## src/rtl/chain_dma_pkg.sv

```systemverilog
package chain_dma_pkg;
  localparam logic [2:0] A_MODE = 3'd0;
  localparam logic [2:0] A_STAT = 3'd1;
  localparam logic [2:0] A_BASE = 3'd2;
  localparam logic [2:0] A_CNT  = 3'd3;
  localparam logic [2:0] A_SRC  = 3'd4;
  localparam logic [2:0] A_DST  = 3'd5;

  typedef enum logic [2:0] {E_IDLE, E_ARM, E_FETCH, E_READ, E_WRITE, E_PAUSE} eng_state_t;

  typedef struct packed {
    logic [3:0] bwc_log2;
    logic [3:0] beat_bytes;
    logic       err_ie;
    logic       seg_ie;
    logic       ext_pause;
    logic       ext_start;
    logic       dst_hold;
    logic       src_hold;
  } mode_t;
endpackage

```

## src/rtl/chain_dma_regs.sv

```systemverilog
module chain_dma_regs
  import chain_dma_pkg::*;
#(
  parameter int ADDR_W  = 16,
  parameter int DESC_AW = 6
) (
  input  logic               clk,
  input  logic               rst,
  input  logic               reg_we,
  input  logic [2:0]         reg_addr,
  input  logic [31:0]        reg_wdata,
  output logic [31:0]        reg_rdata,
  output mode_t              mode_o,
  output logic [DESC_AW-1:0] base_o,
  output logic               go_o,
  output logic               abort_o,
  output logic               cnt_wr_o,
  output logic [31:0]        cnt_wdata_o,
  input  logic               busy_i,
  input  logic               seg_set_i,
  input  logic               lend_set_i,
  input  logic               perr_set_i,
  input  logic               xerr_set_i,
  input  logic [ADDR_W-1:0]  cur_src_i,
  input  logic [ADDR_W-1:0]  cur_dst_i,
  input  logic [31:0]        cnt_i,
  output logic               irq_o
);
  logic [3:0] stat_q, stat_n, clr;
  logic       wr_mode, wr_stat;

  assign wr_mode = reg_we && (reg_addr == A_MODE);
  assign wr_stat = reg_we && (reg_addr == A_STAT);
  assign clr     = wr_stat ? reg_wdata[3:0] : 4'b0;
  assign stat_n  = {xerr_set_i, perr_set_i, lend_set_i, seg_set_i} | (stat_q & ~clr);

  always_ff @(posedge clk) begin
    if (rst) begin
      mode_o      <= '0;
      base_o      <= '0;
      go_o        <= 1'b0;
      abort_o     <= 1'b0;
      cnt_wr_o    <= 1'b0;
      cnt_wdata_o <= '0;
      stat_q      <= '0;
      irq_o       <= 1'b0;
      reg_rdata   <= '0;
    end else begin
      go_o        <= wr_mode && reg_wdata[0];
      abort_o     <= wr_mode && reg_wdata[1];
      cnt_wr_o    <= reg_we && (reg_addr == A_CNT);
      cnt_wdata_o <= reg_wdata;
      if (wr_mode) mode_o <= mode_t'(reg_wdata[15:2]);
      if (reg_we && (reg_addr == A_BASE)) base_o <= reg_wdata[DESC_AW-1:0];
      stat_q <= stat_n;
      irq_o  <= (stat_n[0] && mode_o.seg_ie) || ((stat_n[2] || stat_n[3]) && mode_o.err_ie);
      case (reg_addr)
        A_MODE:  reg_rdata <= {16'b0, mode_o, 2'b00};
        A_STAT:  reg_rdata <= {27'b0, busy_i, stat_q};
        A_BASE:  reg_rdata <= 32'(base_o);
        A_CNT:   reg_rdata <= cnt_i;
        A_SRC:   reg_rdata <= 32'(cur_src_i);
        A_DST:   reg_rdata <= 32'(cur_dst_i);
        default: reg_rdata <= '0;
      endcase
    end
  end

  AST_SEG_FLAG_SET: assert property (@(posedge clk) disable iff (rst)
    seg_set_i |=> stat_q[0]);
  AST_W1C_CLEARS: assert property (@(posedge clk) disable iff (rst)
    (wr_stat && reg_wdata[0] && !seg_set_i) |=> !stat_q[0]);
  AST_W0_KEEPS: assert property (@(posedge clk) disable iff (rst)
    (wr_stat && !reg_wdata[2] && stat_q[2]) |=> stat_q[2]);
endmodule

```

## src/rtl/chain_dma_engine.sv

```systemverilog
module chain_dma_engine
  import chain_dma_pkg::*;
#(
  parameter int ADDR_W  = 16,
  parameter int DESC_AW = 6,
  parameter int DATA_W  = 64
) (
  input  logic               clk,
  input  logic               rst,
  input  mode_t              mode,
  input  logic [DESC_AW-1:0] base,
  input  logic               go,
  input  logic               abort,
  input  logic               cnt_wr,
  input  logic [31:0]        cnt_wdata,
  input  logic               periph_start,
  input  logic               periph_pause,
  output logic               desc_rd,
  output logic [DESC_AW-1:0] desc_addr,
  input  logic [31:0]        desc_rdata,
  output logic               mem_re,
  output logic               mem_we,
  output logic [ADDR_W-1:0]  mem_addr,
  output logic [3:0]         mem_size,
  output logic [DATA_W-1:0]  mem_wdata,
  input  logic [DATA_W-1:0]  mem_rdata,
  input  logic               mem_err,
  output logic               busy,
  output logic               seg_set,
  output logic               lend_set,
  output logic               perr_set,
  output logic               xerr_set,
  output logic [ADDR_W-1:0]  cur_src,
  output logic [ADDR_W-1:0]  cur_dst,
  output logic [31:0]        cnt_q
);
  localparam int DESC_WORDS = 4;
  localparam int ACC_W      = 17;

  eng_state_t         st;
  logic [2:0]         fidx;
  logic [DESC_AW-1:0] ptr, nxt;
  logic [ACC_W-1:0]   acc, acc_nx, bwc_lim;
  logic [ADDR_W-1:0]  step;
  logic [31:0]        sz32;
  logic               size_ok;
  logic [31:DESC_AW]  unused_desc_hi;

  assign unused_desc_hi = desc_rdata[31:DESC_AW];
  assign step    = ADDR_W'(mode.beat_bytes);
  assign sz32    = 32'(mode.beat_bytes);
  assign size_ok = (mode.beat_bytes != 4'd0) &&
                   ((mode.beat_bytes & (mode.beat_bytes - 4'd1)) == 4'd0);
  assign acc_nx  = acc + ACC_W'(mode.beat_bytes);
  assign bwc_lim = ACC_W'(1) << mode.bwc_log2;

  assign desc_rd   = (st == E_FETCH) && (fidx < 3'(DESC_WORDS));
  assign desc_addr = ptr + DESC_AW'(fidx);
  assign mem_re    = (st == E_READ);
  assign mem_we    = (st == E_WRITE) && !mem_err;
  assign mem_addr  = (st == E_WRITE) ? cur_dst : cur_src;
  assign mem_size  = mode.beat_bytes;
  assign mem_wdata = mem_rdata;
  assign busy      = (st != E_IDLE) && (st != E_ARM);

  always_ff @(posedge clk) begin
    seg_set  <= 1'b0;
    lend_set <= 1'b0;
    perr_set <= 1'b0;
    xerr_set <= 1'b0;
    if (rst) begin
      st      <= E_IDLE;
      fidx    <= '0;
      ptr     <= '0;
      nxt     <= '0;
      acc     <= '0;
      cur_src <= '0;
      cur_dst <= '0;
      cnt_q   <= '0;
    end else if (abort) begin
      st  <= E_IDLE;
      acc <= '0;
    end else begin
      case (st)
        E_IDLE: begin
          if (cnt_wr) cnt_q <= cnt_wdata;
          if (go) begin
            if (!size_ok || (mode.ext_pause && cnt_q != 32'd0)) begin
              perr_set <= 1'b1;
            end else if (mode.ext_start) begin
              st <= E_ARM;
            end else begin
              st   <= E_FETCH;
              fidx <= '0;
              ptr  <= base;
            end
          end
        end
        E_ARM: begin
          if (periph_start) begin
            st   <= E_FETCH;
            fidx <= '0;
            ptr  <= base;
          end
        end
        E_FETCH: begin
          fidx <= fidx + 3'd1;
          case (fidx)
            3'd1: cur_src <= desc_rdata[ADDR_W-1:0];
            3'd2: cur_dst <= desc_rdata[ADDR_W-1:0];
            3'd3: cnt_q   <= desc_rdata;
            3'd4: begin
              nxt <= desc_rdata[DESC_AW-1:0];
              acc <= '0;
              if (cnt_q == 32'd0 || (cnt_q & (sz32 - 32'd1)) != 32'd0) begin
                perr_set <= 1'b1;
                st       <= E_IDLE;
              end else begin
                st <= E_READ;
              end
            end
            default: ;
          endcase
        end
        E_READ: st <= E_WRITE;
        E_WRITE: begin
          if (mem_err) begin
            xerr_set <= 1'b1;
            st       <= E_IDLE;
          end else begin
            if (!mode.src_hold) cur_src <= cur_src + step;
            if (!mode.dst_hold) cur_dst <= cur_dst + step;
            cnt_q <= cnt_q - sz32;
            if (cnt_q == sz32) begin
              seg_set  <= 1'b1;
              lend_set <= (nxt == base);
              ptr      <= nxt;
              fidx     <= '0;
              st       <= E_FETCH;
            end else if (mode.ext_pause && acc_nx >= bwc_lim) begin
              acc <= '0;
              st  <= E_PAUSE;
            end else begin
              acc <= acc_nx;
              st  <= E_READ;
            end
          end
        end
        E_PAUSE: if (!periph_pause) st <= E_READ;
        default: st <= E_IDLE;
      endcase
    end
  end

  AST_ABORT_TO_IDLE: assert property (@(posedge clk) disable iff (rst)
    abort |=> !busy);
  AST_HELD_SRC_STILL: assert property (@(posedge clk) disable iff (rst)
    (mem_we && !abort && mode.src_hold) |=> (cur_src == $past(cur_src)));
  AST_FREE_DST_STEPS: assert property (@(posedge clk) disable iff (rst)
    (mem_we && !abort && !mode.dst_hold) |=>
      (cur_dst == $past(cur_dst) + ADDR_W'($past(mode.beat_bytes))));
  AST_PAUSE_STALLS: assert property (@(posedge clk) disable iff (rst)
    (st == E_PAUSE && periph_pause && !abort) |=> !mem_re);
  AST_PERR_NOT_BUSY: assert property (@(posedge clk) disable iff (rst)
    perr_set |-> !busy);
  AST_XERR_NO_WRITE: assert property (@(posedge clk) disable iff (rst)
    xerr_set |-> (!mem_we && !mem_re));
  AST_ARM_NO_FETCH: assert property (@(posedge clk) disable iff (rst)
    (st == E_ARM && !periph_start) |=> !desc_rd);
endmodule

```

## src/rtl/chain_dma_channel.sv

```systemverilog
module chain_dma_channel
  import chain_dma_pkg::*;
#(
  parameter int ADDR_W  = 16,
  parameter int DESC_AW = 6,
  parameter int DATA_W  = 64
) (
  input  logic               clk,
  input  logic               rst,
  input  logic               reg_we,
  input  logic [2:0]         reg_addr,
  input  logic [31:0]        reg_wdata,
  output logic [31:0]        reg_rdata,
  output logic               desc_rd,
  output logic [DESC_AW-1:0] desc_addr,
  input  logic [31:0]        desc_rdata,
  output logic               mem_re,
  output logic               mem_we,
  output logic [ADDR_W-1:0]  mem_addr,
  output logic [3:0]         mem_size,
  output logic [DATA_W-1:0]  mem_wdata,
  input  logic [DATA_W-1:0]  mem_rdata,
  input  logic               mem_err,
  input  logic               periph_start,
  input  logic               periph_pause,
  output logic               irq
);
  mode_t              mode;
  logic [DESC_AW-1:0] base;
  logic               go, abort, cnt_wr, busy;
  logic [31:0]        cnt_wdata, cnt_q;
  logic               seg_set, lend_set, perr_set, xerr_set;
  logic [ADDR_W-1:0]  cur_src, cur_dst;

  chain_dma_regs #(.ADDR_W(ADDR_W), .DESC_AW(DESC_AW)) u_regs (
    .clk(clk), .rst(rst),
    .reg_we(reg_we), .reg_addr(reg_addr), .reg_wdata(reg_wdata), .reg_rdata(reg_rdata),
    .mode_o(mode), .base_o(base), .go_o(go), .abort_o(abort),
    .cnt_wr_o(cnt_wr), .cnt_wdata_o(cnt_wdata),
    .busy_i(busy), .seg_set_i(seg_set), .lend_set_i(lend_set),
    .perr_set_i(perr_set), .xerr_set_i(xerr_set),
    .cur_src_i(cur_src), .cur_dst_i(cur_dst), .cnt_i(cnt_q),
    .irq_o(irq)
  );

  chain_dma_engine #(.ADDR_W(ADDR_W), .DESC_AW(DESC_AW), .DATA_W(DATA_W)) u_engine (
    .clk(clk), .rst(rst),
    .mode(mode), .base(base), .go(go), .abort(abort),
    .cnt_wr(cnt_wr), .cnt_wdata(cnt_wdata),
    .periph_start(periph_start), .periph_pause(periph_pause),
    .desc_rd(desc_rd), .desc_addr(desc_addr), .desc_rdata(desc_rdata),
    .mem_re(mem_re), .mem_we(mem_we), .mem_addr(mem_addr), .mem_size(mem_size),
    .mem_wdata(mem_wdata), .mem_rdata(mem_rdata), .mem_err(mem_err),
    .busy(busy), .seg_set(seg_set), .lend_set(lend_set),
    .perr_set(perr_set), .xerr_set(xerr_set),
    .cur_src(cur_src), .cur_dst(cur_dst), .cnt_q(cnt_q)
  );
endmodule

```

## config.mk

```make
export PLATFORM = sky130hd
export DESIGN_NAME = chain_dma_channel
export DESIGN_NICKNAME = d
export VERILOG_FILES = /design/src/rtl/chain_dma_pkg.sv /design/src/rtl/chain_dma_regs.sv /design/src/rtl/chain_dma_engine.sv /design/src/rtl/chain_dma_channel.sv
export SDC_FILE = /design/constraint.sdc
export NUM_CORES = 1
export LEC_CHECK = 0
export BUFFER_PORTS_ARGS = -buffer_cell sky130_fd_sc_hd__buf_2
export CORE_MARGIN = 3
export CORE_UTILIZATION = 30
export CTS_BUF_LIST = sky130_fd_sc_hd__clkbuf_8 sky130_fd_sc_hd__clkbuf_16
export DETAILED_ROUTE_END_ITERATION = 10
export GPL_ROUTABILITY_DRIVEN = 0
export GPL_TIMING_DRIVEN = 1
export PLACE_DENSITY_LB_ADDON = 0.05
export SLEW_MARGIN = 20
export SYNTH_ARGS = -nofsm -noshare
export SYNTH_HDL_FRONTEND = slang
export SYNTH_HIERARCHICAL = 1
export SYNTH_SLANG_ARGS = --single-unit
```

## constraint.sdc

```tcl
create_clock -name clk -period 6.2 [get_ports clk]
set_clock_uncertainty 0.2 [all_clocks]
set_input_delay 0.62 -clock clk [delete_from_list [all_inputs] [get_ports clk]]
set_output_delay 0.62 -clock clk [all_outputs]
set_load 0.02 [all_outputs]
```

==> Word level (Yosys, flattened, before mapping) <==
Index checks and enable logic that the tools add are counted.
{ "totals": {"reg_bits": 195, "wordCells": 175, "out_inout_bits": 126, "input_bits": 137} }
{ "op_classes": {"muxes": 52, "n_eq_ne": 32, "shifts": 1, "addsub": 8, "n_lt_le_gt_ge": 2, "bitwise": 8, "reduce_logical": 44} }
{ "op_table": {"columns": ["op", "n"], "rows": [
  ["$pmux W32 S6", 1],
  ["$mux W16", 7],
  ["$mux W32", 3],
  ["$pmux W32 S3", 1],
  ["$mux W17", 4],
  ["$pmux W16 S2", 2],
  ["$reduce_bool A32 Y1", 2],
  ["$mux W3", 14],
  ["$mux W6", 6],
  ["$pmux W17 S2", 1],
  ["$add A16 B4 Y16", 2],
  ["$and A32 B32 Y32", 1],
  ["$eq A32 B4 Y1", 1],
  ["$logic_not A32 Y1", 1],
  ["$sub A32 B4 Y32", 1],
  ["$ne A2 B2 Y1 const B", 15],
  ["$reduce_and A5 Y1", 4],
  ["$eq A3 B2 Y1 const B", 6],
  ["$pmux W3 S6", 1],
  ["$pmux W6 S3", 1],
  ["$add A17 B4 Y17", 1],
  ["$ge A17 B17 Y1", 1],
  ["$shl A1 B4 Y17 const A", 1],
  ["$reduce_and A8 Y1", 2],
  ["32 further kinds", 68]
]} }

==> Longest topological paths before layout <==
Gate-level depths: netlist of run 1.
{ "logic_depth": {"word_depth": 9, "depth_mapped": 15, "depth_no_buf": 14} }

==> Hierarchy <==
Netlist of run 1, hierarchy kept.
{ "modules_own_cells": {"columns": ["mod", "seq_area_each_um2", "area_per_inst_um2", "n_inst", "cells_per_inst"], "rows": [
  ["chain_dma_engine", 2062.0, 8112.8, 1, 1056],
  ["chain_dma_regs", 1841.8, 3309.4, 1, 333]
]} }

==> Worst setup path after synthesis of run 1 <==
OpenSTA, ideal clock, no wires.
{ "synth_path": {"kind": "register -> register", "from": "reg u_regs/mode_o[7] (netlist bit)", "to": "reg u_engine.st[1]", "setup_time_ns": 0.119, "arrival_time_ns": 3.387, "setup_slack_ns": 2.494, "required_time_ns": 5.881, "path_buffers": 1, "stages_incl_launch_ff": 15, "period_less_slack_ns": 3.706, "path_cell_list": "dfxtp_1 > ha_1 > a21o_1 > a21o_1 > a21oi_1 > nor3_1 > xor2_1 > ha_1 > nand4_1 > a21oi_1 > nor2_1 > a41oi_1 > clkbuf_1 > a21boi_0 > o221a_2"} }
{ "synth_between": {"elab_chain_len": 8, "elab_cells_between_ends": 23, "cone_classes": "3 x add/sub; 1 x order compare; 2 x eq/ne; 6 x mux; 2 x bitwise; 9 x reduce/logical"} }
{ "synth_rtl": {"columns": ["item", "line_no", "source"], "rows": [
  ["from (decl)", "chain_dma_regs.sv:13", "output mode_t mode_o,"],
  ["from (signal assigned)", "chain_dma_regs.sv:53", "if (wr_mode) mode_o <= mode_t'(reg_wdata[15:2]);"],
  ["parallel branches: the longest is 8 deep, another holds $add A17 B4 Y17", null, null],
  ["to (signal assigned)", "chain_dma_engine.sv:91", "st <= E_ARM;"],
  ["to (signal assigned)", "chain_dma_engine.sv:93", "st <= E_FETCH;"],
  ["to (signal assigned)", "chain_dma_engine.sv:101", "st <= E_FETCH;"],
  ["to (decl)", "chain_dma_engine.sv:40", "eng_state_t st;"]
]} }
Parallel ways; which one is timed is not known. The select of a mux whose other input is x is not followed.
A chain may end at the register's enable or synchronous reset.

==> Final worst setup path of run 1 <==
{ "layout_path": {"from": "reg u_regs/mode_o[7] (netlist bit)", "to": "reg u_engine.acc[7]"} }
{ "layout_between": {"elab_chain_len": 7, "elab_cells_between_ends": 10, "cone_classes": "1 x add/sub; 1 x order compare; 2 x eq/ne; 4 x mux; 2 x reduce/logical"} }
{ "layout_rtl": {"columns": ["item", "line_no", "source"], "rows": [
  ["$add A17 B4 Y17", "chain_dma_engine.sv:54", "assign acc_nx = acc + ACC_W'(mode.beat_bytes);"],
  ["$ge A17 B17 Y1", "chain_dma_engine.sv:140", "end else if (mode.ext_pause && acc_nx >= bwc_lim) begin"],
  ["$logic_and A1 B1 Y1", "chain_dma_engine.sv:140", null],
  ["$mux W17", "chain_dma_engine.sv:140", null],
  ["$mux W17", "chain_dma_engine.sv:134", "if (cnt_q == sz32) begin"],
  ["$mux W17", "chain_dma_engine.sv:127", "if (mem_err) begin"],
  ["$pmux W17 S2", "chain_dma_engine.sv:84", "case (st)"],
  ["to (signal assigned)", "chain_dma_engine.sv:144", "acc <= acc_nx;"],
  ["to (decl)", "chain_dma_engine.sv:43", "logic [ACC_W-1:0] acc, acc_nx, bwc_lim;"]
]} }
Parallel ways exist; a longest one is shown, timed or not. The select of a mux whose other input is x is not followed.

==> results of run 1 <==
## critical path, stage by stage, from the launching register on
cell	delay (ps)
dfxtp_1	600
ha_1	320
a21o_1	160
a21o_1	190
a21oi_1	600
nor2_1	140
xor2_1	180
ha_1	320
o21ai_0	210
o22ai_1	90
o211ai_1	220
a41oi_1	170
buf_4	230
o311ai_0	360
o21a_1	170
## cell type report
cell class,instances,area (um^2)
fill,3987,24390
clock buffer,18,439.2
clock inverter,14,177.7
sequential,195,3904
tap,504,630.6
timing repair buffer,153,815.8
inverter,42,157.7
multi-input combinational,1003,6536
## cells in the mapped netlist, types with 14 or more instances
| master | n | area [um^2] |
|---|---|---|
| dfxtp_1 | 195 | 3904 |
| nand2_1 | 126 | 473.0 |
| nor2_1 | 102 | 382.9 |
| a21oi_1 | 84 | 420.4 |
| o21ai_0 | 78 | 390.4 |
| buf_4 | 71 | 533.0 |
| clkbuf_1 | 65 | 244.0 |
| nor2b_1 | 52 | 325.3 |
| ha_1 | 46 | 575.6 |
| nand3_1 | 46 | 230.2 |
| inv_1 | 41 | 153.9 |
| mux2i_1 | 33 | 330.3 |
| a22oi_1 | 32 | 240.2 |
| nor3_1 | 32 | 160.2 |
| a211oi_1 | 27 | 202.7 |
| nand4_1 | 27 | 168.9 |
| and2_1 | 25 | 156.4 |
| nor4_1 | 19 | 118.9 |
| a22o_1 | 17 | 148.9 |
| a31oi_1 | 16 | 100.1 |
| nand2b_1 | 15 | 93.84 |
| xor2_1 | 15 | 131.4 |
| a21o_1 | 14 | 105.1 |
## logic make-up after synthesis
logic type	Yosys count	share of synthesized area (%)
muxes	40	3.681
and+or+nand+nor	503	22.69
DFF	195	34.18
AOI/OAI and AO/OA	383	22.77
buffers and inverters	191	8.774
xor gates and xnor gates	26	1.994
adders and majority gates	51	5.915
## report_power, final
| group | switching (uW) | internal (uW) | total, uW | leakage [uW] |
|---|---|---|---|---|
| Combinational | 166 | 89.5 | 255 | 0.00312 |
| Clock | 561 | 654 | 1210 | 0.000301 |
| Sequential | 21.0 | 1270 | 1290 | 0.00158 |
## metal layers
metal | global-route usage, % | vias to the layer above
met5 | 0 | -
met4 | 4.567 | 0
met3 | 4.206 | 30
met2 | 33.17 | 352
met1 | 31.90 | 5225
li1 | - | 5057
## state kept, by name, indices dropped and copies added (netlist names), 4 cells and up
signal              count
u_regs/cnt_wdata_o     32
u_regs/stat_q           4
u_engine/cur_src       16
u_engine/acc           17
u_regs/base_o           6
u_engine/ptr            6
u_engine/cnt_q         32
u_regs/mode_o          14
u_engine/cur_dst       16
u_engine/nxt            6
u_regs/reg_rdata       32
## worst paths after layout
path / cells past startpoint / endpoint / slack (ps) / startpoint
worst max-delay path: 14 / u_engine/acc[7] / 1970 / u_regs/mode_o[7]
worst min-delay path: 2 / u_regs/cnt_wdata_o[16] / 180 / reg_wdata[16]
worst max register to register: 14 / u_engine/acc[7] / 1970 / u_regs/mode_o[7]
worst min register to register: 2 / u_regs/stat_q[0] / 270 / u_engine/seg_set
## stage by stage
step / hold slack, ps / worst slack, ps / cell area (um^2)
final: 178.8 / 1974 / 12660
after floorplan: 213.0 / 2494 / 11420
after global routing: 165.6 / 1551 / 12660
after CTS: 143.2 / 1923 / 12660
after global placement: 255.1 / 2059 / 12040
after detailed placement: 256.9 / 1953 / 12040
==> flow_summary.json, run 1 <==
{
  "p_leak_uw": 0.005005,
  "p_total_uw": 2761,
  "drc_errors": 0,
  "grt_max_degree": 77,
  "setup_viol": 0,
  "overflow": 0,
  "dr_wl_met2_um": 19940,
  "cts_tree": "yes",
  "clk_latency_ps": 450,
  "drt-met1-wl_um": 21990,
  "dr.pass1.iters": 6,
  "grt_pass1_vias": 10296,
  "utilization_pct": 34.17,
  "vias": 10664,
  "antenna_found_initial": 0,
  "nets": 1600,
  "slew_headroom_pct": 27.30,
  "synth_area_um2": 11420,
  "end_kind": "register",
  "drv_cap": 0,
  "num_rows": 70,
  "routed_wl_um": 45160,
  "cp_data_arrival_time_ps": 4430,
  "n_antenna_cell": 0,
  "path_class": "register to register",
  "gr-usage-all-layers_pct": 21.76,
  "synthFlopType": "dfxtp_1",
  "worstHoldPathType": "input pin to register",
  "mostFrequentLayoutCells": "195 x dfxtp_1, 133 x buf_2, 126 x nand2_1",
  "cts_inserted_buffers": 17,
  "drtIter0Drc": 741,
  "synth.avg_cell_area_um2": 8.223,
  "synth_warnings": 6,
  "status": "complete, no violations",
  "highest_layer": "met4",
  "final_cells": 1929,
  "ys_ff_latch": 195,
  "ant_nets": 0,
  "syn_inst": 1389,
  "clk_pin_slew_worst_paths_ps": 80,
  "tns_ps": 0,
  "core_region_area_um2": 37050,
  "async_reset_ff_share_pct": 0,
  "worst_pin_slew_ps": 1085,
  "htree_levels": 4,
  "critPathLaunchType": "register",
  "wl_per_cell_um": 23.41,
  "final_common_cell": "dfxtp_1",
  "synth_nets": 1577,
  "hold_buffers": 0,
  "fmax_mhz": 236.7,
  "hpwlAfterDp_um": 33080,
  "crit_fanout": 14,
  "grt_pass1_wl_um": 67630,
  "dp.cells": 1897,
  "clock_sinks": 195,
  "port_buffers": 134,
  "start_util_pct": 30.83,
  "yosysSeqAreaShare_pct": 34.18,
  "dieArea_um2": 40450,
  "rsz0062_at_grt": "no",
  "cts_root_buf": "clkbuf_16",
  "io_pins": 263,
  "cts_buffer_depth": 2,
  "synth-edff-count": 0,
  "period_share_pct": 68.15,
  "yosysUniqueCellTypes": 84,
  "cts_resized": 0,
  "die_w_um": 201.1,
  "areaGrowthSynthToFinish_pct": 10.84,
  "ir_drop_mv": 0.1984,
  "report.final.slew_viol_count": 0,
  "min_period_ps": 4226,
  "p_per_area_nw_per_um2": 218.1,
  "cp.required_ps": 6400,
  "viasPerCell": 5.528,
  "post_cts_buffers": 0,
  "drive_above_1_share_pct": 15.23,
  "finalHoldViolations": 0,
  "die_y_um": 201.1,
  "wl_met3_um": 2627
}
(Power assumes the default switching activity.)
==> inputs of run 2 (changes only) <==
--- a/config.mk
+++ b/config.mk
@@ -5,6 +5,7 @@
 export SDC_FILE = /design/constraint.sdc
 export NUM_CORES = 1
 export LEC_CHECK = 0
+export ABC_AREA = 1
 export BUFFER_PORTS_ARGS = -buffer_cell sky130_fd_sc_hd__buf_2
 export CORE_MARGIN = 3
 export CORE_UTILIZATION = 30
==> constraint.sdc (replaced) <==
create_clock -name clk -period 4.3 [get_ports clk]
set_clock_uncertainty 0.2 [all_clocks]
set_input_delay 0.43 -clock clk [delete_from_list [all_inputs] [get_ports clk]]
set_output_delay 0.43 -clock clk [all_outputs]
set_load 0.02 [all_outputs]
==> run 2 against run 1 <==
Against the previous run: via count is 3.5% higher; clock power is 36% higher; non-clock buffer count is 13 higher; register-to-register slack worse by 1400 ps; final area is 2.5% higher; first-iteration DRC count is 15% lower; utilization hardly changed; global-route usage is 1.5 points lower; hold slack worse by 150 ps; setup slack worse by 1400 ps; power is 41% higher.
==> flow_summary.json, run 2 <==
{
  "overflow": 0,
  "crit_fanout": 17,
  "viasPerCell": 5.019,
  "period_share_pct": 85.91,
  "synth.area.top_cells": "dfxtp_1 33%, nand2_1 10%, inv_1 5.2%",
  "fmax_mhz": 270.7,
  "antenna_found_initial": 1,
  "mostFrequentLayoutCells": "317 x nand2_1, 195 x dfxtp_1, 163 x inv_1",
  "multiInputGateArea_um2": 6218,
  "cp_data_arrival_time_ps": 3870,
  "clk_latency_ps": 450,
  "p_total_uw": 3902,
  "port_buffers": 134,
  "end_kind": "register",
  "synth_area_um2": 11660,
  "grt_pass1_wl_um": 64550,
  "p_per_area_nw_per_um2": 300.6,
  "r2r_slack_ps": 610,
  "hold_depth": 3,
  "wl_per_cell_um": 19.14,
  "synth_nets": 1821,
  "synthSimpleGateAreaFrac_pct": 27.75,
  "io_pins": 263,
  "setup_viol": 0,
  "drive_above_1_share_pct": 16.87,
  "hpwlAfterDp_um": 31070,
  "die_y_um": 203.1,
  "vias": 11041,
  "htree_levels": 4,
  "synth_area_leader_cell": "dfxtp_1",
  "final_common_cell": "nand2_1",
  "cts_buffer_depth": 2,
  "areaGrowthSynthToFinish_pct": 11.35,
  "drv_cap": 0,
  "dieArea_um2": 41260,
  "num-fill-cells": 4199,
  "synth.avg_cell_area_um2": 7.138,
  "syn_inst": 1633,
  "clk_pin_slew_worst_paths_ps": 80,
  "cts_inserted_buffers": 17,
  "min_period_ps": 3694,
  "rr_startpoint": "u_regs/mode_o[7]",
  "yosysTopAreaCellShare_pct": 33.49,
  "clock_sinks": 195,
  "report.final.slew_viol_count": 0,
  "ant_nets": 0,
  "cts_tree": "yes",
  "rsz0062_at_grt": "no",
  "hold_buffers": 16,
  "synth-adder-area-share_pct": 5.796,
  "r2r.worst_path.cells": 19,
  "n_antenna_cell": 0,
  "core_region_area_um2": 38020,
  "drtIter0Drc": 629,
  "regArea_um2": 3904,
  "cts_resized": 0,
  "synth_top_family_by_area": "simple AND/OR/NAND/NOR gates",
  "muxShareOfSynthArea_pct": 0,
  "path_class": "register to register",
  "grt_pass1_vias": 10903,
  "dr.pass1.iters": 5,
  "critPathLaunchType": "register",
  "worst_hold_slack_ps": 33.62,
  "num_rows": 71,
  "grt_max_degree": 66,
  "cts_root_buf": "clkbuf_16",
  "yosysSeqAreaShare_pct": 33.49,
  "tns_ps": 0,
  "reg2reg_to": "u_engine/acc[10]",
  "die_w_um": 203.1,
  "gr-usage-all-layers_pct": 20.21,
  "synth-edff-count": 0,
  "synth_compound_area_share_pct": 17.98,
  "slew_headroom_pct": 31.32,
  "min_to": "u_regs/cnt_wdata_o[11]",
  "routed_wl_um": 42100,
  "yosysUniqueCellTypes": 58,
  "p_leak_uw": 0.005502,
  "worst_pin_slew_ps": 1029,
  "nets": 1864,
  "yosysMostFrequentCell": "nand2_1",
  "ys_ff_latch": 195,
  "synth_xor_area_share_pct": 1.803,
  "finalHoldViolations": 0,
  "async_reset_ff_share_pct": 0,
  "ys_top_cells_by_count": "318 x nand2_1, 195 x dfxtp_1, 163 x inv_1",
  "cp.required_ps": 4470,
  "synthFlopType": "dfxtp_1",
  "post_cts_buffers": 0,
  "min_from": "reg_wdata[11]",
  "top_regs": "u_engine/cnt_q x32, u_regs/cnt_wdata_o x32, u_regs/reg_rdata x32",
  "start_util_pct": 30.66,
  "worstHoldPathType": "input pin to register",
  "ir_drop_mv": 0.2912,
  "drc_errors": 0,
  "status": "complete, no violations",
  "synth_warnings": 6
}
[run 2: cell count changes after synthesis, moves of 21 or more]
| cell | change |
|---|---|
| o21ai_1 | +45 |
| nand3_1 | +63 |
| a22oi_1 | -32 |
| nor2b_1 | -52 |
| nand2_1 | +192 |
| a21oi_1 | +22 |
| and2_1 | -25 |
| nor2_1 | +33 |
| clkbuf_1 | -21 |
| a211oi_1 | -25 |
| inv_1 | +122 |
| mux2i_1 | -33 |
[run 2: worst max-delay path by stage]
stage               depth (start not counted)          endpoint              from
finish                                     19  u_engine/acc[10]  u_regs/mode_o[7]
global route                               18   u_engine/acc[4]  u_regs/mode_o[7]
CTS                                        18  u_engine/acc[12]  u_regs/mode_o[7]
detailed placement                         18  u_engine/acc[12]  u_regs/mode_o[7]
global placement                           21  u_engine/acc[11]  u_regs/mode_o[7]
floorplan                                  20  u_engine/acc[10]  u_regs/mode_o[6]
[run 2: worst max-delay path, stage by stage (launching register included)]
cell and delay (ps):
dfxtp_1 430, ha_1 330, nand3_1 70, nand2_1 110, nand2_1 60, a21oi_1 200
and3_1 350, nand4_1 140, xor2_1 150, inv_1 80, ha_1 310, nand4_1 100
inv_1 60, nand2_1 60, o21bai_1 80, nor2_2 130, a21boi_1 120, nor2_4 380
nand2_1 130, a21oi_2 130
[run 2: stage by stage]
step / util (%) / instances / area, um^2 / worst slack [ps]
after global routing: 34.14 / 2200 / 12980 / 135.6
after detailed placement: 32.19 / 2152 / 12240 / 632.2
after CTS: 34.14 / 2200 / 12980 / 603.8
after floorplan: - / 1633 / 11660 / 1016
final: 34.14 / 2200 / 12980 / 606.0
after global placement: 32.19 / 2152 / 12240 / 660.6
[run 2: report_power, final]
group / leakage (uW) / switching, uW / internal (uW)
registers: 0.00158 / 26.0 / 1830
logic: 0.00364 / 274 / 128
clock network: 0.000283 / 805 / 834
[run 2: cells by family after synthesis]
kind of cell    after synthesis
compound gates              337
xor+xnor                     24
fa+ha+maj                    51
buf+inv                     324
flops                       195
simple gates                702
[run 2: metal layers]
metal  vias up  track usage, %  wire (um)
met5         -               0          9
met4         2           5.359        782
met3        44           3.672       2123
met2       305           33.67      19730
met1      5197           27.02      19460
li1       5493               -          -
[run 2: layout make-up]
cell class	count	share of cell area (%)
clock buffers	18	3.384
clock inverters	14	1.089
inverters	182	5.264
multi-input cells	1114	47.91
flip-flops and latches	195	30.08
well taps	511	4.926
repair buffers	166	7.346
